==> config.mk <==
export PLATFORM = sky130hd
export DESIGN_NAME = bfly_core
export DESIGN_NICKNAME = d
export VERILOG_FILES = /design/src/rtl/bfly_pkg.sv /design/src/rtl/bfly_modadd.sv /design/src/rtl/bfly_modsub.sv /design/src/rtl/bfly_k2red.sv /design/src/rtl/bfly_core.sv
export SDC_FILE = /design/constraint.sdc
export NUM_CORES = 1
export LEC_CHECK = 0
export ABC_CLOCK_PERIOD_IN_PS = 7500
export BUFFER_PORTS_ARGS = -buffer_cell sky130_fd_sc_hd__buf_2
export CAP_MARGIN = 0
export CORE_MARGIN = 2
export CORE_UTILIZATION = 54
export DETAILED_ROUTE_END_ITERATION = 10
export GPL_TIMING_DRIVEN = 1
export PLACE_DENSITY_LB_ADDON = 0.12
export SLEW_MARGIN = 40
export SYNTH_ARGS = -nofsm -noshare
export SYNTH_HDL_FRONTEND = slang
export SYNTH_SLANG_ARGS = --single-unit
==> constraint.sdc <==
create_clock -name clk -period 7.5 [get_ports clk]
set_input_delay 0.75 -clock clk [delete_from_list [all_inputs] [get_ports clk]]
set_output_delay 0.75 -clock clk [all_outputs]
set_load 0.01 [all_outputs]
==> src/rtl/bfly_pkg.sv <==
package bfly_pkg;
    localparam int DW = 12;
    localparam int Q  = 3329;
    localparam int KF = 13;
    localparam int MS = 8;
    localparam int PW = 2 * DW;

    typedef logic [DW-1:0] coef_t;

    typedef enum logic [1:0] {
        BF_CT   = 2'd0,
        BF_GS   = 2'd1,
        BF_PASS = 2'd2,
        BF_ALT  = 2'd3
    } bf_mode_e;

    typedef struct packed {
        logic     vld;
        bf_mode_e mode;
        coef_t    u;
        coef_t    v;
        coef_t    w;
        coef_t    op;
    } st1_t;

    typedef struct packed {
        logic          vld;
        bf_mode_e      mode;
        coef_t         u;
        coef_t         v;
        logic [PW-1:0] prod;
    } st2_t;

    typedef struct packed {
        logic     vld;
        bf_mode_e mode;
        coef_t    u;
        coef_t    v;
        coef_t    t;
    } st3_t;

    typedef struct packed {
        logic  vld;
        coef_t x;
        coef_t y;
    } st4_t;

    typedef struct packed {
        st1_t s1;
        st2_t s2;
        st3_t s3;
        st4_t s4;
    } pipe_t;
endpackage

==> src/rtl/bfly_modadd.sv <==
module bfly_modadd #(
    parameter int DW = 12,
    parameter int Q  = 3329
) (
    input  logic [DW-1:0] a_i,
    input  logic [DW-1:0] b_i,
    output logic [DW-1:0] s_o
);
    localparam int SW = DW + 1;
    logic [SW-1:0] sum;

    always_comb begin
        sum = {1'b0, a_i} + {1'b0, b_i};
        if (sum >= SW'(Q)) s_o = DW'(sum - SW'(Q));
        else               s_o = DW'(sum);
    end
endmodule

==> src/rtl/bfly_modsub.sv <==
module bfly_modsub #(
    parameter int DW = 12,
    parameter int Q  = 3329
) (
    input  logic [DW-1:0] a_i,
    input  logic [DW-1:0] b_i,
    output logic [DW-1:0] d_o
);
    localparam int SW = DW + 1;
    logic [SW-1:0] dif;

    always_comb begin
        dif = {1'b0, a_i} - {1'b0, b_i};
        if (dif[SW-1]) d_o = DW'(dif + SW'(Q));
        else           d_o = DW'(dif);
    end
endmodule

==> src/rtl/bfly_k2red.sv <==
module bfly_k2red #(
    parameter int DW = 12,
    parameter int Q  = 3329,
    parameter int K  = 13,
    parameter int M  = 8
) (
    input  logic [2*DW-1:0] c_i,
    output logic [DW-1:0]   r_o
);
    // Two folds: each maps hi*2^M + lo to K*lo - hi, i.e. multiplies by K mod Q.
    localparam int PW = 2 * DW;
    localparam int CW = PW - M + 2;
    localparam int HW = CW - M;
    localparam int RW = DW + 2;

    logic signed [CW-1:0] fold1;
    logic signed [RW-1:0] hi2;
    logic signed [RW-1:0] fold2;

    always_comb begin
        fold1 = $signed(CW'(c_i[M-1:0]) * CW'(K) - CW'(c_i[PW-1:M]));
        hi2   = {{(RW-HW){fold1[CW-1]}}, fold1[CW-1:M]};
        fold2 = $signed(RW'(fold1[M-1:0]) * RW'(K)) - hi2;
        if (fold2[RW-1])
            r_o = DW'($unsigned(fold2) + RW'(Q));
        else if ($unsigned(fold2) >= RW'(Q))
            r_o = DW'($unsigned(fold2) - RW'(Q));
        else
            r_o = DW'($unsigned(fold2));
    end
endmodule

==> src/rtl/bfly_core.sv <==
module bfly_core
    import bfly_pkg::*;
(
    input  logic          clk,
    input  logic          rst_n,
    input  logic          valid_i,
    input  logic [1:0]    mode_i,
    input  logic [DW-1:0] u_i,
    input  logic [DW-1:0] v_i,
    input  logic [DW-1:0] w_i,
    output logic          valid_o,
    output logic [DW-1:0] x_o,
    output logic [DW-1:0] y_o
);
    localparam longint KSQ = longint'(KF) * longint'(KF);

    pipe_t pipe_d, pipe_q;
    coef_t gs_diff_d;
    coef_t red_d;
    coef_t add_b_d;
    coef_t sum_d;
    coef_t dif_d;

    // Inverse role subtracts before the multiplier.
    bfly_modsub #(.DW(DW), .Q(Q)) u_pre_sub (
        .a_i(v_i), .b_i(u_i), .d_o(gs_diff_d)
    );

    bfly_k2red #(.DW(DW), .Q(Q), .K(KF), .M(MS)) u_red (
        .c_i(pipe_q.s2.prod), .r_o(red_d)
    );

    // One adder at the tail: forward adds the product, inverse adds the delayed v.
    assign add_b_d = (pipe_q.s3.mode == BF_GS) ? pipe_q.s3.v : pipe_q.s3.t;

    bfly_modadd #(.DW(DW), .Q(Q)) u_post_add (
        .a_i(pipe_q.s3.u), .b_i(add_b_d), .s_o(sum_d)
    );

    bfly_modsub #(.DW(DW), .Q(Q)) u_post_sub (
        .a_i(pipe_q.s3.u), .b_i(pipe_q.s3.t), .d_o(dif_d)
    );

    always_comb begin
        pipe_d = pipe_q;

        pipe_d.s1.vld  = valid_i;
        pipe_d.s1.mode = bf_mode_e'(mode_i);
        pipe_d.s1.u    = u_i;
        pipe_d.s1.v    = v_i;
        pipe_d.s1.w    = w_i;
        pipe_d.s1.op   = (bf_mode_e'(mode_i) == BF_GS) ? gs_diff_d : v_i;

        pipe_d.s2.vld  = pipe_q.s1.vld;
        pipe_d.s2.mode = pipe_q.s1.mode;
        pipe_d.s2.u    = pipe_q.s1.u;
        pipe_d.s2.v    = pipe_q.s1.v;
        pipe_d.s2.prod = PW'(pipe_q.s1.op) * PW'(pipe_q.s1.w);

        pipe_d.s3.vld  = pipe_q.s2.vld;
        pipe_d.s3.mode = pipe_q.s2.mode;
        pipe_d.s3.u    = pipe_q.s2.u;
        pipe_d.s3.v    = pipe_q.s2.v;
        pipe_d.s3.t    = red_d;

        pipe_d.s4.vld  = pipe_q.s3.vld;
        case (pipe_q.s3.mode)
            BF_CT: begin
                pipe_d.s4.x = sum_d;
                pipe_d.s4.y = dif_d;
            end
            BF_GS: begin
                pipe_d.s4.x = sum_d;
                pipe_d.s4.y = pipe_q.s3.t;
            end
            default: begin
                pipe_d.s4.x = pipe_q.s3.u;
                pipe_d.s4.y = pipe_q.s3.v;
            end
        endcase
    end

    always_ff @(posedge clk or negedge rst_n) begin
        if (!rst_n) pipe_q <= '0;
        else        pipe_q <= pipe_d;
    end

    assign valid_o = pipe_q.s4.vld;
    assign x_o     = pipe_q.s4.x;
    assign y_o     = pipe_q.s4.y;

    // a result never appears without an accepted operand four cycles earlier
    p_vld_lat_r5: assert property (@(posedge clk) disable iff (!rst_n)
        valid_o |-> $past(valid_i, 4));

    // outputs stay inside the field
    p_range_r6: assert property (@(posedge clk) disable iff (!rst_n)
        valid_o |-> (int'(x_o) < Q && int'(y_o) < Q));

    // forward outputs sum to 2u mod q
    p_ct_sum_r1: assert property (@(posedge clk) disable iff (!rst_n)
        (valid_o && $past(mode_i, 4) == BF_CT) |->
        ((int'(x_o) + int'(y_o)) % Q == (2 * int'($past(u_i, 4))) % Q));

    // inverse upper output is the plain modular sum
    p_gs_sum_r2: assert property (@(posedge clk) disable iff (!rst_n)
        (valid_o && $past(mode_i, 4) == BF_GS) |->
        (int'(x_o) == (int'($past(u_i, 4)) + int'($past(v_i, 4))) % Q));

    // bypass forwards both operands
    p_pass_r3: assert property (@(posedge clk) disable iff (!rst_n)
        (valid_o && $past(mode_i, 4) == BF_PASS) |->
        (x_o == $past(u_i, 4) && y_o == $past(v_i, 4)));

    // the spare code acts as bypass
    p_alt_r4: assert property (@(posedge clk) disable iff (!rst_n)
        (valid_o && $past(mode_i, 4) == BF_ALT) |->
        (x_o == $past(u_i, 4) && y_o == $past(v_i, 4)));

    // the reducer output is congruent to 169 times the registered product
    p_red_cong_r8: assert property (@(posedge clk) disable iff (!rst_n)
        pipe_q.s3.vld |->
        ((longint'(pipe_q.s3.t) + longint'(Q)
          - (KSQ * longint'($past(pipe_q.s2.prod))) % longint'(Q)) % longint'(Q) == 0));
endmodule

==> results.sh <==
export IMPL_rows=61
export IMPL_crit_path_max_incr_delay_ns=0.55
export IMPL_synth_cells=1565
export IMPL_slew_violations=0
export IMPL_critPathSlowestCell="fa_1"
export IMPL_port_buffers=65
export IMPL_grt_use_total=0.232
export IMPL_slew_headroom=0.472
export IMPL_drtAntennaViolNets=0
export IMPL_rsz0062_at_grt="false"
export IMPL_fp_coreArea_mm2=0.0276
export IMPL_period_share=0.932
export IMPL_drv_cap=0
export IMPL_synth_cell_type_count=76
export IMPL_finClkSkew_ns=0.0143
export IMPL_finalSetupViolCount=0
export IMPL_cp_required_ns=7.85
export IMPL_insertion_delay_ns=0.43
export IMPL_placement_cell_area_mm2=0.0155
export IMPL_crit_reg2reg_launch="pipe_q[64]"
export IMPL_r2r_cells=28
export IMPL_finalWirelength_um=31500
export IMPL_ios=66
export IMPL_crit_fanout=10
export IMPL_diodes=0
export IMPL_grt_max_degree=62
export IMPL_layout_nets=1923
export IMPL_path_class="reg2reg"
export IMPL_endpoint_kind="register"
export IMPL_syn_to_final_growth_pct=8.17
export IMPL_avgSynthCellArea_um2=9.59
export IMPL_synth_area_mm2=0.0150
export IMPL_period_minus_slack_ns=6.99
export IMPL_setup_tns_ns=0
export IMPL_cts_max_level=4
export IMPL_r2r_end="pipe_q[36]"
export IMPL_antenna_found_initial=1
export IMPL_cts_root_buf="clkbuf_16"
export IMPL_start_util=0.545
export IMPL_drtIter0Drc=487
export IMPL_r2r_setup_slack_ns=0.51
export IMPL_fmax_mhz=143
export IMPL_place_congestion=0.871
export IMPL_clkSinkCount=166
export IMPL_cts_tree="built"
export IMPL_synth_fp_nets=1897
export IMPL_routedWlPerCell_um=15.9
export IMPL_drive_gt1_frac=0.0979
export IMPL_vias_per_cell=5.39
export IMPL_die_area_mm2=0.0292
export IMPL_dr_total_vias=10687
export IMPL_dr_pass1_iters=5
export IMPL_grt_pass1_vias=10879
export IMPL_yosysWarnings=0
export IMPL_final_hold_viol_count=0
export IMPL_outcome="completed"
export IMPL_ys_seq_area_frac=0.277
export IMPL_grt_ovfl_total=0
export IMPL_ys_seq_elements=166
export IMPL_clk_pin_slew_worst_paths_ns=0.07
export IMPL_hold_path_class="in2async"
export IMPL_arrival_ns=7.33
export IMPL_hold_slack_ns=0.277
export IMPL_cts_buffer_depth=2
export IMPL_numCtsBuffers=17
export IMPL_die_w_um=171
export IMPL_dp_hpwl_um=24900
export IMPL_synthFlopType="dfrtp_1"
export IMPL_synth_edf_count=0
export IMPL_fin_area_mm2=0.0162
export IMPL_fillCellCount=2390
export IMPL_ys_async_sr_fraction=1.00
export IMPL_worst_setup_path_start_kind="register"
export IMPL_cp_common_cell="ha_1"
export IMPL_worstMarginPinSlew_ns=0.791
export IMPL_drc=0
export IMPL_fp_dieH_um=171
export IMPL_fin_util=0.589
export IMPL_grt_first_pass_wirelength_um=53700
## metrics by stage
step,worst slack (ns),instances
final,0.512,1982
after global routing,0.0703,1982
after CTS,0.165,1981
after detailed placement,0.228,1949
after global placement,0.504,1949
after floorplan,0.939,1565
## cells in the final DEF (no fill, tap or decap), drive strengths merged, types with 12 or more instances in the layout
cell type	instances
nor3	23
nor2	67
o31ai	14
o21a	15
inv	237
mux2i	14
nand3	21
a21oi	59
nand2	151
mux2	14
clkbuf	17
dfrtp	166
buf	72
ha	171
fa	120
xnor2	69
nand4	15
a211oi	12
and2	62
o21ai	63
xor2	38
a31o	12
a21o	22
a31oi	14
## logic make-up after synthesis
logic type,Yosys count,synth area share
DFF,166,0.277
and+or+nand+nor,396,0.128
buffers and inverters,296,0.0806
adders and majority gates,291,0.302
xor gates and xnor gates,107,0.0634
muxes,28,0.0198
AOI/OAI and AO/OA,281,0.129
## critical path: cells and delay by family, from the launching register on
| family | cells | cell delay, ns |
|---|---|---|
| xor gates and xnor gates | 2 | 0.31 |
| adders and majority gates | 7 | 2.66 |
| DFF | 1 | 0.39 |
| and+or+nand+nor | 4 | 0.88 |
| buffers and inverters | 4 | 0.33 |
| AOI/OAI and AO/OA | 11 | 2.33 |
## layer usage
metal / up-vias / GRT usage / wire length, um
met5: - / 0 / 0
met4: 0 / 0.0487 / 406
met3: 26 / 0.0377 / 1340
met2: 208 / 0.378 / 14400
met1: 5223 / 0.327 / 15300
li1: 5230 / - / -
## worst max path at each step
stage	start	endpoint	slack, ns
3_3_place_gp	pipe_q[65]	pipe_q[32]	0.50
3_5_place_dp	pipe_q[65]	pipe_q[32]	0.23
5_1_grt	pipe_q[65]	pipe_q[32]	0.07
6_report	pipe_q[64]	pipe_q[36]	0.51
4_1_cts	pipe_q[65]	pipe_q[32]	0.17
2_1_floorplan	pipe_q[64]	pipe_q[32]	0.94
## repair_timing
action	in CTS	in global routing
endpoints found under the setup margin	0	11
setup buffers	0	1
hold buffers	0	0
gates resized for setup	0	7
## final cells by class
type / count / area (um^2) / area share
Multi-Input combinational cell: 1103 / 9700 / 0.597
Tap cell: 378 / 473 / 0.0291
Timing Repair Buffer: 72 / 400 / 0.0247
Sequential cell: 166 / 4150 / 0.256
Clock buffer: 17 / 425 / 0.0262
Inverter: 231 / 867 / 0.0534
Clock inverter: 15 / 220 / 0.0136
## synth_stat cells, drive strengths merged, types with 5 or more instances
master,count,share of area
or2,6,0.0025
a31oi,14,0.0058
o41ai,6,0.0053
xor2,38,0.023
nand2b,11,0.0048
nand2,151,0.038
a31o,12,0.0070
nand3,21,0.0070
buf,32,0.015
fa,120,0.16
nor3,23,0.0080
ha,171,0.14
nand4,15,0.0063
or3,8,0.0033
o21bai,6,0.0030
dfrtp,166,0.28
nor2,67,0.017
clkbuf,33,0.0083
mux2i,14,0.0093
inv,231,0.058
nor2b,11,0.0046
o21ai,63,0.021
a21o,22,0.011
mux2,14,0.010
xnor2,69,0.040
o31ai,14,0.0073
o21a,15,0.0075
o211ai,11,0.0055
a21boi,9,0.0048
and2,62,0.026
and3,5,0.0021
a21oi,59,0.020
a211oi,12,0.0078
## sequential cells by signal, indices dropped and copies added (netlist names)
register	cells
pipe_q	86
pipe_d	55
x_o	12
y_o	12
valid_o	1
Power is left out: the tool's default activity adds up to more than one toggle a clock period on the data nets, which glitch-free logic cannot reach.
